<file path="src/rtl/ctx_shadow_pkg.sv">
package ctx_shadow_pkg;
   localparam int MAX_LEVELS = 2;
   typedef enum logic {LVL_LO = 1'b0, LVL_HI = 1'b1} ctx_lvl_e;
endpackage

</file>
<file path="src/rtl/ctx_accept_arb.sv">
module ctx_accept_arb #(
   parameter int NUM_LEVELS = 2
) (
   input  logic       clk,
   input  logic       rst_n,
   input  logic       gie_i,
   input  logic       irq_hi_i,
   input  logic       irq_lo_i,
   input  logic       ret_i,
   input  logic [1:0] active_i,
   output logic       take_hi_o,
   output logic       take_lo_o
);
   logic open_gate;
   assign open_gate = gie_i & ~ret_i;

   generate
      if (NUM_LEVELS == 2) begin : g_two
         // high waits only on its own level; low waits on both
         assign take_hi_o = open_gate & irq_hi_i & ~active_i[1];
         assign take_lo_o = open_gate & irq_lo_i & ~irq_hi_i & ~(|active_i);
      end else begin : g_one
         assign take_hi_o = 1'b0;
         assign take_lo_o = open_gate & (irq_hi_i | irq_lo_i) & ~(|active_i);
      end
   endgenerate

   p_one_take_r5: assert property (@(posedge clk) disable iff (!rst_n)
      $onehot0({take_hi_o, take_lo_o}));
   p_gie_gate_r6: assert property (@(posedge clk) disable iff (!rst_n)
      !gie_i |-> !(take_hi_o || take_lo_o));
   p_ret_no_take_r8: assert property (@(posedge clk) disable iff (!rst_n)
      ret_i |-> !(take_hi_o || take_lo_o));
endmodule

</file>
<file path="src/rtl/ctx_nest_tracker.sv">
module ctx_nest_tracker (
   input  logic       clk,
   input  logic       rst_n,
   input  logic       take_hi_i,
   input  logic       take_lo_i,
   input  logic       ret_i,
   output logic [1:0] active_o
);
   logic [1:0] active_q, active_d;

   always_comb begin
      active_d = active_q;
      if (ret_i) begin
         if (active_q[1]) active_d[1] = 1'b0;
         else             active_d[0] = 1'b0;
      end
      if (take_hi_i) active_d[1] = 1'b1;
      if (take_lo_i) active_d[0] = 1'b1;
   end

   always_ff @(posedge clk or negedge rst_n) begin
      if (!rst_n) active_q <= '0;
      else        active_q <= active_d;
   end

   assign active_o = active_q;

   p_entry_sets_r1: assert property (@(posedge clk) disable iff (!rst_n)
      take_lo_i |=> active_q[0]);
   p_ret_clears_r2: assert property (@(posedge clk) disable iff (!rst_n)
      (ret_i && active_q[1]) |=> !active_q[1]);
   p_lo_blocked_r4: assert property (@(posedge clk) disable iff (!rst_n)
      active_q[1] |-> !take_lo_i);
endmodule

</file>
<file path="src/rtl/ctx_shadow_bank.sv">
module ctx_shadow_bank #(
   parameter int WIDTH = 64
) (
   input  logic             clk,
   input  logic             rst_n,
   input  logic             wr_en_i,
   input  logic [WIDTH-1:0] wr_data_i,
   output logic [WIDTH-1:0] rd_data_o
);
   logic [WIDTH-1:0] data_q;

   always_ff @(posedge clk or negedge rst_n) begin
      if (!rst_n)       data_q <= '0;
      else if (wr_en_i) data_q <= wr_data_i;
   end

   assign rd_data_o = data_q;

   p_bank_hold_r3: assert property (@(posedge clk) disable iff (!rst_n)
      !wr_en_i |=> $stable(data_q));
endmodule

</file>
<file path="src/rtl/ctx_shadow_saver.sv">
module ctx_shadow_saver
   import ctx_shadow_pkg::*;
#(
   parameter int NUM_REGS   = 8,
   parameter int REG_W      = 8,
   parameter int NUM_LEVELS = 2
) (
   input  logic                      clk,
   input  logic                      rst_n,
   input  logic [NUM_REGS*REG_W-1:0] live_i,
   input  logic                      gie_i,
   input  logic                      irq_lo_i,
   input  logic                      irq_hi_i,
   input  logic                      ret_i,
   output logic                      take_o,
   output logic                      take_lvl_o,
   output logic                      restore_en_o,
   output logic [NUM_REGS*REG_W-1:0] restore_o,
   output logic [1:0]                active_o
);
   localparam int CTX_W = NUM_REGS * REG_W;

   generate
      if (NUM_LEVELS < 1 || NUM_LEVELS > MAX_LEVELS) begin : g_bad_levels
         $error("ctx_shadow_saver: NUM_LEVELS must be 1 or 2");
      end
      if (NUM_REGS < 1 || REG_W < 1) begin : g_bad_width
         $error("ctx_shadow_saver: NUM_REGS and REG_W must be positive");
      end
   endgenerate

   logic             take_hi, take_lo;
   logic [1:0]       active;
   logic [CTX_W-1:0] bank_rd [NUM_LEVELS];
   ctx_lvl_e         ret_lvl;

   ctx_accept_arb #(.NUM_LEVELS(NUM_LEVELS)) u_arb (
      .clk       (clk),
      .rst_n     (rst_n),
      .gie_i     (gie_i),
      .irq_hi_i  (irq_hi_i),
      .irq_lo_i  (irq_lo_i),
      .ret_i     (ret_i),
      .active_i  (active),
      .take_hi_o (take_hi),
      .take_lo_o (take_lo)
   );

   ctx_nest_tracker u_nest (
      .clk       (clk),
      .rst_n     (rst_n),
      .take_hi_i (take_hi),
      .take_lo_i (take_lo),
      .ret_i     (ret_i),
      .active_o  (active)
   );

   for (genvar l = 0; l < NUM_LEVELS; l++) begin : g_bank
      logic wr_en;
      assign wr_en = (l == int'(LVL_HI)) ? take_hi : take_lo;
      ctx_shadow_bank #(.WIDTH(CTX_W)) u_bank (
         .clk       (clk),
         .rst_n     (rst_n),
         .wr_en_i   (wr_en),
         .wr_data_i (live_i),
         .rd_data_o (bank_rd[l])
      );
   end

   assign ret_lvl = active[1] ? LVL_HI : LVL_LO;

   generate
      if (NUM_LEVELS == 2) begin : g_mux2
         assign restore_o = (ret_lvl == LVL_HI) ? bank_rd[1] : bank_rd[0];
      end else begin : g_mux1
         assign restore_o = bank_rd[0];
      end
   endgenerate

   assign take_o       = take_hi | take_lo;
   assign take_lvl_o   = take_hi;
   assign restore_en_o = ret_i & (|active);
   assign active_o     = active;

   p_idle_no_restore_r7: assert property (@(posedge clk) disable iff (!rst_n)
      (active == 2'b00) |-> !restore_en_o);
   p_take_marks_r1: assert property (@(posedge clk) disable iff (!rst_n)
      (take_o && take_lvl_o) |=> active_o[1]);
endmodule

</file>
<file path="config.mk">
export PLATFORM = sky130hd
export DESIGN_NAME = ctx_shadow_saver
export DESIGN_NICKNAME = d
export VERILOG_FILES = /design/src/rtl/ctx_shadow_pkg.sv /design/src/rtl/ctx_accept_arb.sv /design/src/rtl/ctx_nest_tracker.sv /design/src/rtl/ctx_shadow_bank.sv /design/src/rtl/ctx_shadow_saver.sv
export SDC_FILE = /design/constraint.sdc
export NUM_CORES = 1
export LEC_CHECK = 0
export BUFFER_PORTS_ARGS = -buffer_cell sky130_fd_sc_hd__buf_2
export CORE_ASPECT_RATIO = 2
export CORE_MARGIN = 5
export CORE_UTILIZATION = 51
export CTS_BUF_LIST = sky130_fd_sc_hd__clkbuf_8
export CTS_CLUSTER_SIZE = 16
export DETAILED_ROUTE_END_ITERATION = 16
export PLACE_DENSITY = 0.81
export SYNTH_ARGS = -nofsm -noshare
export SYNTH_HDL_FRONTEND = slang
export SYNTH_SLANG_ARGS = --single-unit
</file>
<file path="constraint.sdc">
create_clock -name clk -period 1.85 [get_ports clk]
set_clock_uncertainty 0.15 [all_clocks]
set_input_delay 0.185 -clock clk [delete_from_list [all_inputs] [get_ports clk]]
set_output_delay 0.185 -clock clk [all_outputs]
set_load 0.1 [all_outputs]
</file>
== After elaboration in Yosys (flattened, before gate mapping) ==
Index checks and enable logic that the tools add are counted.
Widths: inputs -> output; s select.
Storage, ports and cells
  register bits after elaboration: 130
  bits in latches: 0
  memory bits (writable): 0
  ROM bits: 0
  input port bits: 70
  memories: 0
Cells by class
  add/subtract/negate cells: 0
  multipliers: 0
  divide/modulo/power cells: 0
  magnitude comparators: 0
  equality and inequality tests: 1
  shift operators: 0
  multiplexer cells: 6
  bitwise operators: 12
  reductions and logical operators: 4
Operators with widths (number)
  $mux 64: 1
  $and 1x1->1: 7
  $mux 1: 4
  $not 1->1: 4
  $reduce_bool 2->1: 2
  $mux 2: 1
  $ne 2x2->1 const B: 1
  $reduce_and 2->1: 1
  $reduce_or 2->1: 1
  $or 1x1->1: 1

== Longest topological paths before layout ==
  depth in word-level cells: 7
  depth in mapped cells: 6
  gate-level depth less buffers: 3

== Cells and area by module ==
A second synthesis with hierarchy kept.
Second synthesis, totals
  cells, all modules: 353
  area, all modules: 6456.2 µm²
Modules (own cells, without submodules)
  ctx_shadow_bank: times used 2, cells each 135, area an instance 2678.8 µm², seq. area each 1601.5 µm²
  ctx_shadow_saver: times used 1, cells each 73, area an instance 991.0 µm², seq. area each 0.0 µm²
  ctx_nest_tracker: times used 1, cells each 6, area an instance 76.3 µm², seq. area each 50.0 µm²
  ctx_accept_arb: times used 1, cells each 4, area an instance 31.3 µm², seq. area each 0.0 µm²

== Least setup slack after synthesis ==
Ideal clock, no wire load.
  path kind: register to output
  start: register u_nest.active_q[0] (netlist: u_nest.active_o[0])
  end: output port restore_en_o
  data arrival time: 2279 ps
  required time: 1515 ps
  path slack: -764 ps
  stages on the path, launching flop included: 3
  buffers on the path: 0
  cell sequence: dfrtp_1 -> nor2_1 -> nor2_1
On the way
  cells in the longest elaborated chain, start to end: 2
RTL lines
  start, declared: line ctx_nest_tracker.sv:9  | logic [1:0] active_q, active_d;
  start signal, assigned: line ctx_nest_tracker.sv:23  | else active_q <= active_d;
  $reduce_or 2->1: line ctx_shadow_saver.sv:82  | assign restore_en_o = ret_i & (|active);
  $and 1x1->1: line ctx_shadow_saver.sv:82
  end, declared: line ctx_shadow_saver.sv:17  | output logic restore_en_o,
Every way passes these cells.

== Final worst setup path ==
  start: register u_nest.active_q[1] (netlist: u_nest.active_o[1])
  end: output port restore_o[9]
On the way
  cells in the longest elaborated chain, start to end: 2
RTL lines
  $mux 1: line ctx_shadow_saver.sv:70  | assign ret_lvl = active[1] ? LVL_HI : LVL_LO;
  $mux 64: line ctx_shadow_saver.sv:74  | assign restore_o = (ret_lvl == LVL_HI) ? bank_rd[1] : bank_rd[0];
  end, declared: line ctx_shadow_saver.sv:18  | output logic [NUM_REGS*REG_W-1:0] restore_o,
Every way passes these cells.

==> flow_metrics.tcl <==
set metrics [dict create \
    status "finished, violations left" \
    failed_checks "negative setup slack" \
    vias 3926 \
    synth-xor-area-share_pct 0 \
    final.period_utilization_pct 111 \
    multi_input_area_sq_mm 0.00270 \
    tightest_slew_ps 517 \
    yosysUniqueCellTypes 17 \
    synth-simple-area-share_pct 1.00 \
    cts_inserted_buffers 17 \
    fillCellCount 587 \
    dieArea_sq_mm 0.0142 \
    cp.required_ps 1510 \
    clock.fmax_ghz 0.489 \
    syn2layout_area_growth_pct 55.4 \
    hold_end "u_nest.active_o[0]" \
    clockRootBuffer "clkbuf_8" \
    slew_headroom_pct 65.6 \
    hold_slack_ps 85.7 \
    clk_latency_ps 430 \
    placed_cells 628 \
    cap_violations 0 \
    p_leak_nw 4.44 \
    synthAdderAreaFrac_pct 0 \
    min_path_cells 4 \
    syn_inst 357 \
    slew_viol_final 0 \
    vdd_drop_max_v 0.000969 \
    die_h_um 163 \
    startpoint_type "flop" \
    synthMuxAreaShare_pct 40.9 \
    antenna_found_initial 1 \
    synth_warnings 0 \
    synth_top_family_by_area "multiplexers" \
    final_nets 662 \
    synth.avg_cell_area_sq_um 16.8 \
    worstHoldPathType "in -> reg" \
    r2r-start "u_nest.active_o[1]" \
    io_pins 139 \
    cts_buffer_depth 2 \
    min_period_ps 2050 \
    synth-seq-cells 130 \
    gr-total-overflow 0 \
    clock-sinks 130 \
    ant_nets 0 \
    rr_worst_depth 7 \
    fp-row-count 56 \
    worst_r2r_endpoint "g_bank[1].u_bank.rd_data_o[37]" \
    port_buffers 138 \
    synthesis.area_sq_mm 0.00600 \
    clk_pin_slew_ps 70 \
    wl_um 17000 \
    drtPass1Iterations 4 \
    grt_max_degree 95 \
    endpoint_kind "output port" \
    hpwl_um 9230 \
    die_w_um 86.7 \
    wire_per_inst_um 22.7 \
    rsz0062_at_grt "yes" \
    viasPerCell 5.23 \
    final_cells 751 \
    gp_congestion 0.786 \
    synth_compound_area_share_pct 0.167 \
    gr-usage-all-layers_pct 23.4 \
    worst_slack_ps -196 \
    rrSetupSlack_ps -100 \
    hold_violations 0 \
    yosysSeqAreaShare_pct 54.2 \
    seq_area_sq_mm 0.00326 \
    critPathKind "reg -> out" \
    cellPowerDensity_mw_per_mm2 1370 \
    htree_num_levels 4 \
    critPathMaxFanout 8 \
    cts_tree "done" \
    min_from "ret_i" \
    setup_violations 102 \
    grt_pass1_vias 4545 \
    drc 0 \
    start_util_pct 51.6 \
    critPathArrivalTime_ps 1710 \
    drt_first_iter_violations 201 \
    core_sq_mm 0.0116 \
    synthesis.nets 427 \
    layout-drive-gt1-share_pct 66.4 \
    grt_first_pass_wirelength_um 24900 \
]
[sequential cells by signal, indices dropped and copies added, names as in the netlist]
name,cells
g_bank.u_bank.rd_data_o,128
u_nest.active_o,2
[metrics by stage]
step	instance area (sq um)	total power [W]	worst slack (ps)	TNS (ps)	utilization [%]
6_report	9330	0.0127	-196	-13440	80.2
4_1_cts	9010	0.0126	-239	-12240	77.5
3_3_place_gp	7490	0.00948	130	0	64.4
5_1_grt	9330	0.0131	-253	-19580	80.2
3_5_place_dp	7490	0.00963	101	0	64.4
2_1_floorplan	6030	0.00806	3.15	0	-
[synthesized netlist by cell type]
cell        n  area, sq um
buf_6       5         56.3
and3_4      1         11.3
dfrtp_1   130         3250
mux2_4     78         1170
mux2_2    114         1280
buf_12      3         60.1
o21ai_0     1         5.00
nor2_4      1         11.3
nor2_1      3         11.3
and4bb_1    1         12.5
buf_2       9         45.0
nand2b_1    1         6.26
buf_8       2         30.0
buf_4       4         30.0
inv_1       1         3.75
nand2_1     2         7.51
a21oi_1     1         5.00
[placed cells by master, fill, tap and decap left out, types with 2 or more instances in the layout]
cell type	netlist	layout
clkinv_4	0	2
clkinv_2	0	5
buf_2	9	69
clkbuf_8	0	18
buf_8	2	2
clkinvlp_4	0	2
buf_4	4	8
dfrtp_1	130	128
buf_12	3	52
nor2_4	1	2
buf_6	5	27
inv_6	0	2
bufinv_16	0	2
dlygate4sd3_1	0	68
inv_1	1	2
mux2_4	78	117
mux2_2	114	75
buf_16	0	5
clkbuf_16	0	8
[critical path: stages, from the launching register on]
cell and delay [ps]:
dfrtp_2 450, buf_6 150, clkbuf_16 170, mux2_4 340, buf_12 170
[routing by layer]
metal	track usage, %	routed length, um	vias up	share of wire, %
met3	4.24	620	32	3.6
met5	0	0	-	0
li1	-	-	1749	-
met4	10.4	508	0	3.0
met1	25.8	6170	2021	36
met2	42.7	9730	124	57
[power breakdown]
group | switching (W) | total (W) | internal (W)
Clock | 0.00117 | 0.00240 | 0.00123
Sequential | 0.000410 | 0.00391 | 0.00350
Combinational | 0.00383 | 0.00644 | 0.00261
[cell families after synthesis]
logic type / Yosys count
AND/OR/NAND/NOR: 9
multiplexers: 192
flip-flops: 130
AO/OA/AOI/OAI: 2
buffers and inverters: 24
[worst max path at each step]
stage                       start                              to  slack [ps]
5_1_grt        u_nest.active_o[1]                   restore_o[40]        -250
4_1_cts        u_nest.active_o[1]                    restore_o[9]        -240
3_3_place_gp   u_nest.active_o[1]  g_bank[1].u_bank.rd_data_o[41]         130
3_5_place_dp   u_nest.active_o[1]  g_bank[1].u_bank.rd_data_o[50]         100
2_1_floorplan  u_nest.active_o[0]                          take_o           3
6_report       u_nest.active_o[1]                    restore_o[9]        -200
[cell type report]
cell class,instances,area share [%]
well taps,145,1.95
flip-flops and latches,130,34.9
inverters,1,0.0402
multi-input cells,203,28.9
clock inverters,14,1.49
repair buffers,239,30.0
clock buffers,18,2.66
diodes,1,0.0268
[repair_timing]
action | CTS | global route
setup buffers | 9 | 2
endpoints found under the setup margin | 67 | 150
hold buffers | 68 | 0
pin swaps | 3 | 2
gates resized for setup | 91 | 24
endpoints found under the hold margin | 259 | 0
cloned | 3 | 8
No activity file was read; power rests on OpenSTA's default activity.
